--- config.mk ---
export PLATFORM = sky130hd
export DESIGN_NAME = twin_compare_channel
export DESIGN_NICKNAME = d
export VERILOG_FILES = /design/src/rtl/tcc_pkg.sv /design/src/rtl/tcc_ref_gen.sv /design/src/rtl/tcc_deadtime.sv /design/src/rtl/tcc_pin_gate.sv /design/src/rtl/twin_compare_channel.sv
export SDC_FILE = /design/constraint.sdc
export NUM_CORES = 1
export LEC_CHECK = 0
export BUFFER_PORTS_ARGS = -buffer_cell sky130_fd_sc_hd__buf_2
export CORE_MARGIN = 10
export CORE_UTILIZATION = 40
export CTS_CLUSTER_DIAMETER = 60
export DETAILED_ROUTE_END_ITERATION = 10
export GPL_TIMING_DRIVEN = 0
export PLACE_DENSITY = 0.64
export SLEW_MARGIN = 20
export SYNTH_ARGS = -nofsm -noshare
export SYNTH_HDL_FRONTEND = slang
export SYNTH_HIERARCHICAL = 1
export SYNTH_SLANG_ARGS = --single-unit
--- constraint.sdc ---
create_clock -name clk -period 2.3 [get_ports clk]
set_input_delay 0.345 -clock clk [delete_from_list [all_inputs] [get_ports clk]]
set_output_delay 0.345 -clock clk [all_outputs]
set_load 0.01 [all_outputs]
--- src/rtl/tcc_pkg.sv ---
package tcc_pkg;
  typedef enum logic [2:0] {
    CM_FROZEN = 3'd0,
    CM_SET    = 3'd1,
    CM_CLEAR  = 3'd2,
    CM_TOGGLE = 3'd3,
    CM_LOW    = 3'd4,
    CM_HIGH   = 3'd5,
    CM_PWM_LO = 3'd6,
    CM_PWM_HI = 3'd7
  } cmp_mode_e;

  typedef enum logic [1:0] {
    SEC_INDEP  = 2'b00,
    SEC_MIRROR = 2'b01,
    SEC_RSVD   = 2'b10,
    SEC_COMPL  = 2'b11
  } sec_sel_e;
endpackage

--- src/rtl/tcc_ref_gen.sv ---
module tcc_ref_gen
  import tcc_pkg::*;
#(
  parameter int CW = 16
) (
  input  logic          clk,
  input  logic          rst_n,
  input  logic          upd_evt,
  input  logic [CW-1:0] cnt,
  input  logic [CW-1:0] cmp_in,
  input  cmp_mode_e     mode,
  output logic          ref_o
);
  logic [CW-1:0] act_cmp;
  logic          gt, eq, lt;
  logic          ref_q, ref_d;

  // buffered compare value, loaded only at the update event
  always_ff @(posedge clk or negedge rst_n) begin
    if (!rst_n)       act_cmp <= '0;
    else if (upd_evt) act_cmp <= cmp_in;
  end

  // three-way comparator
  always_comb begin
    gt = cnt > act_cmp;
    eq = cnt == act_cmp;
    lt = cnt < act_cmp;
  end

  always_comb begin
    ref_d = ref_q;
    unique case (mode)
      CM_FROZEN: ref_d = ref_q;
      CM_SET:    if (eq) ref_d = 1'b1;
      CM_CLEAR:  if (eq) ref_d = 1'b0;
      CM_TOGGLE: if (eq) ref_d = ~ref_q;
      CM_LOW:    ref_d = 1'b0;
      CM_HIGH:   ref_d = 1'b1;
      CM_PWM_LO: ref_d = lt;
      CM_PWM_HI: ref_d = gt | eq;
      default:   ref_d = ref_q;
    endcase
  end

  always_ff @(posedge clk or negedge rst_n) begin
    if (!rst_n) ref_q <= 1'b0;
    else        ref_q <= ref_d;
  end

  assign ref_o = ref_q;

  assert_cmp_hold_R1: assert property (@(posedge clk) disable iff (!rst_n)
    !$past(upd_evt) |-> $stable(act_cmp));
  assert_set_match_R2: assert property (@(posedge clk) disable iff (!rst_n)
    (mode == CM_SET && eq) |=> ref_q);
  assert_clear_match_R2: assert property (@(posedge clk) disable iff (!rst_n)
    (mode == CM_CLEAR && eq) |=> !ref_q);
  assert_frozen_R3: assert property (@(posedge clk) disable iff (!rst_n)
    (mode == CM_FROZEN) |=> $stable(ref_q));
  assert_pwm_lo_R4: assert property (@(posedge clk) disable iff (!rst_n)
    (mode == CM_PWM_LO) |=> (ref_q == $past(lt)));
endmodule

--- src/rtl/tcc_deadtime.sv ---
module tcc_deadtime #(
  parameter int DTW = 8
) (
  input  logic           clk,
  input  logic           rst_n,
  input  logic           src,
  input  logic [DTW-1:0] dead,
  output logic           pos_o,
  output logic           neg_o
);
  localparam logic [DTW-1:0] ONE = DTW'(1);

  logic           last;
  logic [DTW-1:0] hold;
  logic           pos_q, neg_q;

  always_ff @(posedge clk or negedge rst_n) begin
    if (!rst_n) begin
      last  <= 1'b0;
      hold  <= '0;
      pos_q <= 1'b0;
      neg_q <= 1'b0;
    end else if (src != last) begin
      // source moved: drop both sides and restart the guard interval
      last <= src;
      hold <= dead;
      if (dead == '0) begin
        pos_q <= src;
        neg_q <= ~src;
      end else begin
        pos_q <= 1'b0;
        neg_q <= 1'b0;
      end
    end else if (hold != '0) begin
      hold <= hold - ONE;
      if (hold == ONE) begin
        pos_q <= last;
        neg_q <= ~last;
      end
    end else begin
      pos_q <= last;
      neg_q <= ~last;
    end
  end

  assign pos_o = pos_q;
  assign neg_o = neg_q;

  assert_no_overlap_R9: assert property (@(posedge clk) disable iff (!rst_n)
    !(pos_q && neg_q));
  assert_pos_settled_R11: assert property (@(posedge clk) disable iff (!rst_n)
    pos_q |-> last);
  assert_neg_settled_R11: assert property (@(posedge clk) disable iff (!rst_n)
    neg_q |-> !last);
  assert_drop_on_change_R10: assert property (@(posedge clk) disable iff (!rst_n)
    (src != last && dead != '0) |=> (!pos_q && !neg_q));
endmodule

--- src/rtl/tcc_pin_gate.sv ---
module tcc_pin_gate (
  input  logic src,
  input  logic en,
  input  logic inv,
  input  logic mask,
  output logic pin
);
  assign pin = en & ((src & ~mask) ^ inv);
endmodule

--- src/rtl/twin_compare_channel.sv ---
module twin_compare_channel
  import tcc_pkg::*;
#(
  parameter int CW  = 16,
  parameter int DTW = 8
) (
  input  logic           clk,
  input  logic           rst_n,
  input  logic [CW-1:0]  cnt,
  input  logic           upd_evt,
  input  logic [CW-1:0]  pri_cmp_val,
  input  logic [CW-1:0]  sec_cmp_val,
  input  logic [2:0]     pri_mode,
  input  logic [2:0]     sec_mode,
  input  logic [1:0]     sec_sel,
  input  logic           pri_pol,
  input  logic           pri_en,
  input  logic [1:0]     sec_pol,
  input  logic           sec_en,
  input  logic [DTW-1:0] dead_clks,
  output logic           pri_pin,
  output logic           sec_pin
);
  logic     ref_p, ref_s, dt_p, dt_n;
  logic     pri_src, sec_src, sec_gated;
  sec_sel_e sel;

  assign sel = sec_sel_e'(sec_sel);

  tcc_ref_gen #(.CW(CW)) u_ref_pri (
    .clk(clk), .rst_n(rst_n), .upd_evt(upd_evt), .cnt(cnt),
    .cmp_in(pri_cmp_val), .mode(cmp_mode_e'(pri_mode)), .ref_o(ref_p));

  tcc_ref_gen #(.CW(CW)) u_ref_sec (
    .clk(clk), .rst_n(rst_n), .upd_evt(upd_evt), .cnt(cnt),
    .cmp_in(sec_cmp_val), .mode(cmp_mode_e'(sec_mode)), .ref_o(ref_s));

  tcc_deadtime #(.DTW(DTW)) u_dead (
    .clk(clk), .rst_n(rst_n), .src(ref_p), .dead(dead_clks),
    .pos_o(dt_p), .neg_o(dt_n));

  always_comb begin
    pri_src = (sel == SEC_COMPL) ? dt_p : ref_p;
    unique case (sel)
      SEC_INDEP: sec_src = ref_s;
      SEC_COMPL: sec_src = dt_n;
      default:   sec_src = 1'b0;
    endcase
  end

  tcc_pin_gate u_gate_pri (
    .src(pri_src), .en(pri_en), .inv(pri_pol), .mask(1'b0), .pin(pri_pin));

  tcc_pin_gate u_gate_sec (
    .src(sec_src), .en(sec_en), .inv(sec_pol[0]), .mask(sec_pol[1]),
    .pin(sec_gated));

  assign sec_pin = (sel == SEC_MIRROR) ? pri_pin : sec_gated;

  assert_mirror_R7: assert property (@(posedge clk) disable iff (!rst_n)
    (sel == SEC_MIRROR) |-> (sec_pin == pri_pin));
  assert_reserved_R8: assert property (@(posedge clk) disable iff (!rst_n)
    (sel == SEC_RSVD) |-> (sec_pin == (sec_en & sec_pol[0])));
  assert_compl_pins_R9: assert property (@(posedge clk) disable iff (!rst_n)
    (sel == SEC_COMPL && pri_en && sec_en && !pri_pol && sec_pol == 2'b00)
      |-> !(pri_pin && sec_pin));
endmodule

==> impl_metrics.toml <==
[status]
status = "finished clean"

[clock_tree]
clock_latency_ps = 300
cts_inserted_buffers = 5
cts_max_level = 2
cts.clk_slew.worst_paths_ps = 90
cts_tree = "done"
cts.path.max_buffers = 2
cts_setup_buffers = 0
cts_sinks = 45
holdBufCountCts = 0
clockRootBuffer = "clkbuf_8"
postCtsResizedCells = 0

[synthesis]
ys_ff_latch = 45
ys_seq_area_share_pct = 38.18
synth-edff-count = 0
syn_area_mm2 = 0.002949
synthCells = 328
ys.warnings.count = 6
synthFlopType = "dfrtp_1"
synthDistinctLibCells = 45
async_flop_share_pct = 100.0
avgSynthCellArea_um2 = 8.991

[layout]
area_delta_synth_final_pct = 20.32
final_cell_area_mm2 = 0.003548
nets = 518
fill_cells = 729
seqCellArea_mm2 = 0.001126
layout-drive-gt1-share_pct = 23.23
multi_input_area_mm2 = 0.001633
antenna_cells = 0

[sta]
finalCritPeriodShare_pct = 83.20
tightest_slew_ps = 726.0
final-max-slew-violation-count = 0
max_slew_margin_pct = 51.16
hold_viol_final = 0
max_freq_mhz = 522.6
setup_viol = 0
fin_skew_ps = 7.903
rsz0062_at_grt = "false"
finalSetupTns_ps = 0
min_period_ps = 1914

[setup_path]
cp_max_fo = 8
cp.required_ps = 2510
cp-start-kind = "flip-flop"
worstPathArrival_ps = 2130
crit_path_end_kind = "flip-flop"
critical_path_class = "flip-flop to flip-flop"

[floorplanning]
num_io_pins = 74
initial_core_util_pct = 40.88
core-area_mm2 = 0.007214
fp-row-count = 31
dieArea_mm2 = 0.01121
fp.dieW_um = 105.9
die_h_um = 105.9

[global_route]
first_global_vias = 2711
grt_start_max_net_pins = 46
grt_pass1_wl_um = 12810
track_usage_pct = 13.93
antenna_found_initial = 0
grt.overflow.total = 0

[hold_path]
min_path_type = "primary input to asynchronous set/reset pin"

[pwr]
p_leak_nw = 1.716
p_comb_share_pct = 33.5
p_per_area_mw_per_mm2 = 671.8
p_seq_share_pct = 42.1
p_int_w = 0.001579
p_sw_w = 0.0008049
sw_frac_of_total_pct = 33.77
vdd_drop_max_uv = 304.9
clock_power_share_pct = 24.4

[routing]
routedWlPerCell_um = 15.19
routed_wl_um = 7718
drc = 0
dr_total_vias = 2615
ant_nets = 0
dr.pass1.iters = 4
drt_iter0_drc = 79
viasPerCell = 5.148

[placement]
place_hpwl_um = 6255
portBuffers = 73
dpl_cell_area_mm2 = 0.003442
place_congestion = 0.8745

[flow_run]
drv_cap = 0
[area by class of cell]
class                   count  area share (%)
clock inverters             2          0.9873
well taps                  99           3.491
repair buffers             73           10.37
flip-flops and latches     45           31.73
plain buffers              13           1.657
inverters                  36           3.808
clock buffers               5           1.939
multi-input cells         235           46.02
[registers in the layout, summed over array words and instances, names as in the netlist]
name	flops
u_dead/last	1
u_dead/hold	8
u_ref_pri/ref_o	1
u_dead/pos_o	1
u_ref_sec/ref_o	1
u_ref_pri/act_cmp	16
u_dead/neg_o	1
u_ref_sec/act_cmp	16
[cells in the mapped netlist (all sizes together) (3+ instances only)]
cell / count / area (µm²)
o211ai: 4 / 30.03
nand2b: 5 / 31.28
nand4: 8 / 62.56
nor2: 13 / 48.80
nand4b: 3 / 26.28
nor3: 9 / 55.05
ha: 37 / 462.9
a221o: 3 / 30.03
inv: 36 / 135.1
a311o: 3 / 30.03
nand3: 5 / 25.02
clkbuf: 11 / 42.54
o31a: 3 / 26.28
dfrtp: 45 / 1126
a21oi: 15 / 75.07
a31oi: 6 / 37.54
nand2: 39 / 146.4
mux2: 4 / 52.55
nor4: 7 / 56.30
or3: 3 / 18.77
nor2b: 7 / 43.79
o21ai: 38 / 190.2
[worst max-delay path, stage by stage, from the launching register on]
cell and delay (ps):
dfrtp_1 380, buf_6 130, or4_1 500, buf_2 180
or4_1 470, a31oi_1 180
[kinds of logic (layout without fill, tap and decap cells)]
logic type	after synthesis	in the layout	synth area share, %
XOR/XNOR	3	3	0.8911
flip-flops	45	45	38.18
AND/OR/NAND/NOR	106	106	19.43
adder cells (fa/ha/maj)	37	37	15.70
multiplexers	4	4	1.782
buffers and inverters	49	129	6.576
AO/OA/AOI/OAI	83	83	17.31
other	1	2	0.1272
[stage by stage]
step / util [%] / std cells / setup WS [ps] / hold slack, ps / power (W)
2_1_floorplan: - / 329 / 483.9 / 49.41 / 0.001562
3_3_place_gp: 47.71 / 501 / 346.5 / 519.2 / 0.001785
3_5_place_dp: 47.71 / 501 / 332.3 / 517.4 / 0.001812
4_1_cts: 49.15 / 508 / 356.3 / 244.8 / 0.002395
5_1_grt: 49.18 / 508 / 299.3 / 80.33 / 0.002570
6_report: 49.18 / 508 / 386.5 / 42.89 / 0.002384
[cell usage in the layout (no fill, tap or decap), drive strengths merged, types with 4 or more instances in the layout]
cell type  synthesis  layout
a21oi             15      15
a31oi              6       6
buf                2      75
clkbuf            11      16
dfrtp             45      45
ha                37      37
inv               36      36
mux2               4       4
nand2             39      39
nand2b             5       5
nand3              5       5
nand4              8       8
nor2              13      13
nor2b              7       7
nor3               9       9
nor4               7       7
o211ai             4       4
o21ai             38      38
[worst paths after layout]
kind	start	endpoint	slack, ps	cells past startpoint
max reg2reg	u_dead/hold[3]	u_dead/hold[7]	390	5
min in group clk	sec_cmp_val[4]	u_ref_sec/act_cmp[4]	250	3
max	u_dead/hold[3]	u_dead/hold[7]	390	5
min reg2reg	u_ref_sec/act_cmp[0]	u_ref_sec/act_cmp[0]	530	1
max in group asynchronous	rst_n	u_ref_sec/act_cmp[8]	1870	1
min	rst_n	u_ref_sec/act_cmp[5]	40	1
[power groups by stage]
stage / Clock, W / Sequential [W] / Combinational (W)
6_report: 0.000581 / 0.00100 / 0.000798
5_1_grt: 0.000636 / 0.00102 / 0.000911
4_1_cts: 0.000595 / 0.00100 / 0.000796
3_5_place_dp: 0 / 0.00102 / 0.000791
3_3_place_gp: 0 / 0.00102 / 0.000768
2_1_floorplan: 0 / 0.000998 / 0.000564
[layer usage]
layer	wire length [µm]	GRT usage [%]
met3	434	4.324
met2	3713	22.66
met5	0	0
met4	78	3.482
met1	3491	17.53
Note: power is estimated with default switching activity, not from simulation.
